==> src/rtl/rxq_pkg.sv <==
package rxq_pkg;
    localparam int BYTE_W = 8;
    localparam int STAT_W = 2;

    typedef struct packed {
        logic              last;
        logic [STAT_W-1:0] stat;
        logic [BYTE_W-1:0] data;
    } rxq_entry_t;

    typedef enum logic {
        OVF_ARMED,
        OVF_LATCHED
    } ovf_state_e;
endpackage

==> src/rtl/rxq_store.sv <==
module rxq_store
    import rxq_pkg::*;
#(
    parameter int DEPTH = 16,
    localparam int AW = $clog2(DEPTH),
    localparam int CW = AW + 1
) (
    input  logic          clk,
    input  logic          rst_n,
    input  logic          push,
    input  logic          pop,
    input  logic          ovr,
    input  logic          clr,
    input  rxq_entry_t    wr_ent,
    output rxq_entry_t    head_ent,
    output logic [CW-1:0] count
);
    logic [AW-1:0] wp_q, rp_q;
    logic [CW-1:0] cnt_q;
    logic [AW-1:0] newest_idx;
    rxq_entry_t    mem [DEPTH];

    assign newest_idx = wp_q - 1'b1;

    always_ff @(posedge clk or negedge rst_n) begin
        if (!rst_n) begin
            wp_q  <= '0;
            rp_q  <= '0;
            cnt_q <= '0;
        end else if (clr) begin
            rp_q  <= wp_q;
            cnt_q <= '0;
        end else begin
            if (push) wp_q <= wp_q + 1'b1;
            if (pop)  rp_q <= rp_q + 1'b1;
            if (push && !pop)      cnt_q <= cnt_q + 1'b1;
            else if (pop && !push) cnt_q <= cnt_q - 1'b1;
        end
    end

    // One write port per slot; a slot is written on a push to it or when it
    // holds the newest entry and the transparent overwrite is active.
    for (genvar g = 0; g < DEPTH; g++) begin : g_slot
        always_ff @(posedge clk) begin
            if ((push && wp_q == AW'(g)) || (ovr && newest_idx == AW'(g)))
                mem[g] <= wr_ent;
        end
    end

    assign head_ent = mem[rp_q];
    assign count    = cnt_q;
endmodule

==> src/rtl/rxq_evt.sv <==
module rxq_evt #(
    parameter int DEPTH   = 16,
    parameter int HI_MARK = 15,
    parameter int LO_MARK = 5,
    localparam int CW = $clog2(DEPTH) + 1
) (
    input  logic          clk,
    input  logic          rst_n,
    input  logic [CW-1:0] level,
    input  logic          early,
    input  logic          head_last,
    input  logic          popped,
    input  logic          empty_rd,
    output logic          fill_evt,
    output logic          eop_rd_evt
);
    localparam logic [CW-1:0] HI = CW'(HI_MARK);
    localparam logic [CW-1:0] LO = CW'(LO_MARK);

    logic [CW-1:0] lvl_q;
    logic          head_last_q, pop_q, empty_rd_q;
    logic [CW-1:0] mark;

    always_ff @(posedge clk or negedge rst_n) begin
        if (!rst_n) begin
            lvl_q       <= '0;
            head_last_q <= 1'b0;
            pop_q       <= 1'b0;
            empty_rd_q  <= 1'b0;
        end else begin
            lvl_q       <= level;
            head_last_q <= head_last;
            pop_q       <= popped;
            empty_rd_q  <= empty_rd;
        end
    end

    always_comb begin
        mark       = early ? LO : HI;
        fill_evt   = (lvl_q == mark - 1'b1) && (level == mark);
        // A tagged head is new if the head was untagged or was just replaced.
        eop_rd_evt = (head_last && (!head_last_q || pop_q)) || empty_rd_q;
    end
endmodule

==> src/rtl/rxq_ovf_ctl.sv <==
module rxq_ovf_ctl
    import rxq_pkg::*;
(
    input  logic clk,
    input  logic rst_n,
    input  logic clr,
    input  logic ovf_try,
    input  logic transp,
    output logic ovf_evt
);
    ovf_state_e state_q, state_d;
    logic       pulse_d;

    always_ff @(posedge clk or negedge rst_n) begin
        if (!rst_n) state_q <= OVF_ARMED;
        else        state_q <= state_d;
    end

    always_comb begin
        state_d = state_q;
        pulse_d = 1'b0;
        unique case (state_q)
            OVF_ARMED: begin
                if (clr) begin
                    state_d = OVF_ARMED;
                end else if (ovf_try) begin
                    pulse_d = 1'b1;
                    if (transp) state_d = OVF_LATCHED;
                end
            end
            OVF_LATCHED: begin
                if (clr)                      state_d = OVF_ARMED;
                else if (ovf_try && !transp)  pulse_d = 1'b1;
            end
            default: state_d = OVF_ARMED;
        endcase
    end

    always_ff @(posedge clk or negedge rst_n) begin
        if (!rst_n) ovf_evt <= 1'b0;
        else        ovf_evt <= pulse_d;
    end
endmodule

==> src/rtl/rx_tag_fifo.sv <==
module rx_tag_fifo
    import rxq_pkg::*;
#(
    parameter int DEPTH   = 16,
    parameter int HI_MARK = 15,
    parameter int LO_MARK = 5,
    localparam int CW = $clog2(DEPTH) + 1
) (
    input  logic              clk,
    input  logic              rst_n,
    input  logic              wr_en,
    input  logic [BYTE_W-1:0] wr_data,
    input  logic              wr_eop,
    input  logic [STAT_W-1:0] wr_stat,
    input  logic              rd_en,
    output logic [BYTE_W-1:0] rd_data,
    output logic              rd_eop,
    output logic [STAT_W-1:0] rd_stat,
    input  logic              soft_rst,
    input  logic              transp,
    input  logic              early_mark,
    output logic              empty,
    output logic              full,
    output logic [CW-1:0]     level,
    output logic              eop_rd_evt,
    output logic              fill_evt,
    output logic              ovf_evt
);
    rxq_entry_t wr_ent, head_ent;
    logic       pop, push, ovr, ovf_try, empty_rd;

    always_comb begin
        empty    = (level == '0);
        full     = (level == CW'(DEPTH));
        pop      = rd_en && !empty && !soft_rst;
        push     = wr_en && !soft_rst && (!full || pop);
        ovf_try  = wr_en && !soft_rst && full && !pop;
        ovr      = ovf_try && transp;
        empty_rd = rd_en && empty && !soft_rst;
        wr_ent   = '{last: wr_eop, stat: wr_stat, data: wr_data};
        rd_data  = empty ? '0 : head_ent.data;
        rd_stat  = empty ? '0 : head_ent.stat;
        rd_eop   = !empty && head_ent.last;
    end

    rxq_store #(.DEPTH(DEPTH)) u_store (
        .clk(clk), .rst_n(rst_n), .push(push), .pop(pop), .ovr(ovr),
        .clr(soft_rst), .wr_ent(wr_ent), .head_ent(head_ent), .count(level)
    );

    rxq_evt #(.DEPTH(DEPTH), .HI_MARK(HI_MARK), .LO_MARK(LO_MARK)) u_evt (
        .clk(clk), .rst_n(rst_n), .level(level), .early(early_mark),
        .head_last(rd_eop), .popped(pop), .empty_rd(empty_rd),
        .fill_evt(fill_evt), .eop_rd_evt(eop_rd_evt)
    );

    rxq_ovf_ctl u_ovf (
        .clk(clk), .rst_n(rst_n), .clr(soft_rst), .ovf_try(ovf_try),
        .transp(transp), .ovf_evt(ovf_evt)
    );
endmodule

==> config.mk <==
export PLATFORM = sky130hd
export DESIGN_NAME = rx_tag_fifo
export DESIGN_NICKNAME = d
export VERILOG_FILES = /design/src/rtl/rxq_pkg.sv /design/src/rtl/rxq_store.sv /design/src/rtl/rxq_evt.sv /design/src/rtl/rxq_ovf_ctl.sv /design/src/rtl/rx_tag_fifo.sv
export SDC_FILE = /design/constraint.sdc
export NUM_CORES = 1
export LEC_CHECK = 0
export ABC_AREA = 1
export BUFFER_PORTS_ARGS = -buffer_cell sky130_fd_sc_hd__buf_2
export CAP_MARGIN = 20
export CORE_UTILIZATION = 55
export DETAILED_ROUTE_END_ITERATION = 7
export GPL_TIMING_DRIVEN = 0
export MAX_ROUTING_LAYER = met4
export PLACE_DENSITY_LB_ADDON = 0.08
export SLEW_MARGIN = 30
export SYNTH_ARGS = -nofsm -noshare
export SYNTH_HDL_FRONTEND = slang
export SYNTH_SLANG_ARGS = --single-unit
export TNS_END_PERCENT = 5
==> constraint.sdc <==
create_clock -name clk -period 2.26 [get_ports clk]
set_input_delay 0.113 -clock clk [delete_from_list [all_inputs] [get_ports clk]]
set_output_delay 0.113 -clock clk [all_outputs]
set_load 0.005 [all_outputs]
==> results.toml <==
[run_status]
status = "finished clean"

[worst_setup_path]
worst_ep_arrival_time_ns = 2.55
start_kind = "flop"
crit_slowest_cell = "dfrtp_2"
cp-end-kind = "flop"
crit_chain = "nor2_4 -> nand3_4 -> nand2_4 -> nand3_4 -> fa_2 -> nand3_1 -> nand3_1 -> nand2_1 -> inv_1 -> nand2_1 -> nand2_1 -> nand2_1 -> nand2_1"
cpMostUsedCell = "nand2_1"
crit_fanout = 13
cpPeakStageDelay_ns = 0.48
crit_type = "reg2reg"
cp.required_ns = 2.59

[route]
initialDrtViolationCount = 549
wl_per_cell_um = 19.3
drc = 0
vias = 5862
avgViaCountPerCell = 5.64
ant_nets = 0
firstDrtPassIters = 5
routed_wl_um = 20100

[cts]
clock_path_buffers = 2
htreeDepth = 4
tritoncts = "yes"
cts_inserted_buffers = 17
cts_root_buf = "clkbuf_16"
insertion_delay_ns = 0.43
numClockSinks = 199
clk_pin_slew_ns = 0.07

[die]
dieHeight_um = 127
initial_core_util_pct = 56.4
row_count = 45
core_um2 = 15300
design.portCount = 39
die_w_um = 127
die-area_um2 = 16100

[timing]
rsz0062_at_grt = "true"
worstMarginPinSlew_ns = 0.691
slew_headroom_pct = 53.9
fin_setup_tns_ns = 0
setup_viol = 0
clock.fmax_mhz = 451
holdWs_ns = 0.0120
final.period_utilization_pct = 98.2
maxSlewViolCount = 0
finalHoldViolCount = 0
fin_crit_ns = 2.22
fin_skew_ns = 0.00874

[layout]
diodes = 0
multi_input_area_um2 = 2540
nets = 845
areaGrowthSynthToFinish_pct = 14.9
layout_common_cells = "edfxtp_1 (176), nand2_1 (175), a21oi_1 (64)"
layout_commonest_cell = "edfxtp_1"
layout-drive-gt1-share_pct = 19.1
fin_cells = 1039
ff_latch_area_um2 = 5870
fillers = 1187

[power_and_ir_drop]
power.density_nw_per_um2 = 1230
p_leak_nw = 3.82
ir_drop_v = 0.000681

[place]
port_buffers = 37
dp_hpwl_um = 13900
place.gp.congestion = 0.840
dp.cells = 1003

[yosys]
ys_ff_latch = 199
netlist_instances = 755
synth_area_um2 = 8600
ys_types = 37
synth_nets = 785
ys_seq_area_share_pct = 68.1
ys.warnings.count = 0
synth_area_per_cell_um2 = 11.4

[global_route]
grt_pass1_wl_um = 31500
grt_pass1_vias = 5652
track_usage_pct = 27.4
grt_start_max_net_pins = 24
grt_antenna_before_repair = 0
gr-total-overflow = 0

[min_path]
min_path_type = "in2reg"

[job]
cap_violations = 0
[cells in the mapped netlist]
cell / number / area (µm²)
xor2_1: 4 / 35.0
buf_2: 23 / 115
buf_6: 1 / 11.3
nor2_2: 4 / 25.0
o21ai_1: 15 / 75.1
nand3b_1: 1 / 7.51
nand3_4: 3 / 52.6
o221ai_1: 2 / 17.5
nand2_1: 190 / 713
nor3_1: 1 / 5.00
and3_1: 1 / 6.26
inv_1: 24 / 90.1
a22oi_1: 2 / 15.0
nand3_2: 1 / 10.0
nor4_1: 1 / 6.26
nand2_4: 1 / 11.3
clkbuf_1: 10 / 37.5
xnor2_1: 4 / 35.0
nand2_2: 2 / 12.5
o21ai_0: 34 / 170
inv_2: 7 / 26.3
o22ai_1: 10 / 62.6
a41oi_1: 1 / 8.76
nand3_1: 61 / 305
nor2_1: 49 / 184
buf_4: 5 / 37.5
a21oi_1: 67 / 335
ha_1: 11 / 138
inv_4: 1 / 6.26
clkinv_2: 1 / 5.00
nor2_4: 5 / 56.3
dfrtp_1: 23 / 576
a21boi_0: 11 / 82.6
fa_1: 1 / 20.0
edfxtp_1: 176 / 5290
nand4_1: 1 / 6.26
xnor2_2: 1 / 16.3
[sequential cells by signal, indices dropped and copies added, names as in the netlist]
name               flops
u_evt.empty_rd_q       1
u_evt.head_last_q      1
u_evt.lvl_q            5
u_evt.pop_q            1
u_ovf.ovf_evt          1
u_ovf.state_q          1
u_store.count          5
u_store.mem          176
u_store.rp_q           4
u_store.wp_q           4
[final timing paths]
check                      slack (ns)  cells after the start                to             start
setup / recovery                 0.04                     13  u_store.count[4]  u_store.count[1]
hold / removal                   0.01                      2  u_evt.empty_rd_q          soft_rst
setup reg to reg                 0.04                     13  u_store.count[4]  u_store.count[1]
hold reg to reg                  0.47                      1     u_ovf.ovf_evt     u_ovf.state_q
max in group asynchronous        1.70                      2  u_store.count[1]             rst_n
min in group asynchronous        0.17                      2   u_store.wp_q[0]             rst_n
[repair_timing]
action | in CTS | in global routing
buffers inserted | 0 | 1
hold endpoints to repair | 26 | 0
gates resized for setup | 31 | 46
setup endpoints to repair | 99 | 158
pin swaps | 4 | 6
hold buffers | 3 | 0
[final cells by class]
type / count / area share, %
Multi-Input combinational cell: 484 / 25.7
Inverter: 33 / 1.34
Clock inverter: 13 / 1.33
Tap cell: 211 / 2.67
Buffer: 39 / 2.81
Timing Repair Buffer: 41 / 2.38
Clock buffer: 19 / 4.38
Sequential cell: 199 / 59.4
[power breakdown]
group	total (mW)	switching [mW]	internal [mW]
Combinational	4.70	3.06	1.64
Clock	2.92	1.30	1.62
Sequential	4.57	0.250	4.32
[logic make-up after synthesis]
kind of cell,synth area share (%)
xor+xnor,1.00
fa+ha+maj,1.83
simple gates,16.3
flops,68.1
buf+inv,3.83
compound gates,8.92
[worst max-delay path, delay by kind of cell (launching register included)]
family        cells  cell delay (ns)
fa+ha+maj         1             0.40
buf+inv           1             0.04
flops             1             0.48
simple gates     11             1.19
[per-layer routing]
metal	global-route usage, %	up-vias	part of all wire, %
met5	-	-	0
met4	8.12	0	1.0
met1	36.7	2885	43
met2	43.6	205	50
li1	-	2754	-
met3	4.48	18	6.1
[through the flow]
step | setup slack [ns] | power [mW] | instance area [µm²] | utilization (%)
after floorplan | 0.238 | 7.41 | 8600 | -
final | 0.0403 | 12.2 | 9880 | 64.7
after global placement | -0.107 | 8.85 | 9050 | 59.3
after detailed placement | -0.0868 | 8.95 | 9050 | 59.3
after global routing | -0.107 | 12.9 | 9880 | 64.7
after CTS | 0.00207 | 12.0 | 9730 | 63.7
No activity file was read; power rests on OpenSTA's default activity.
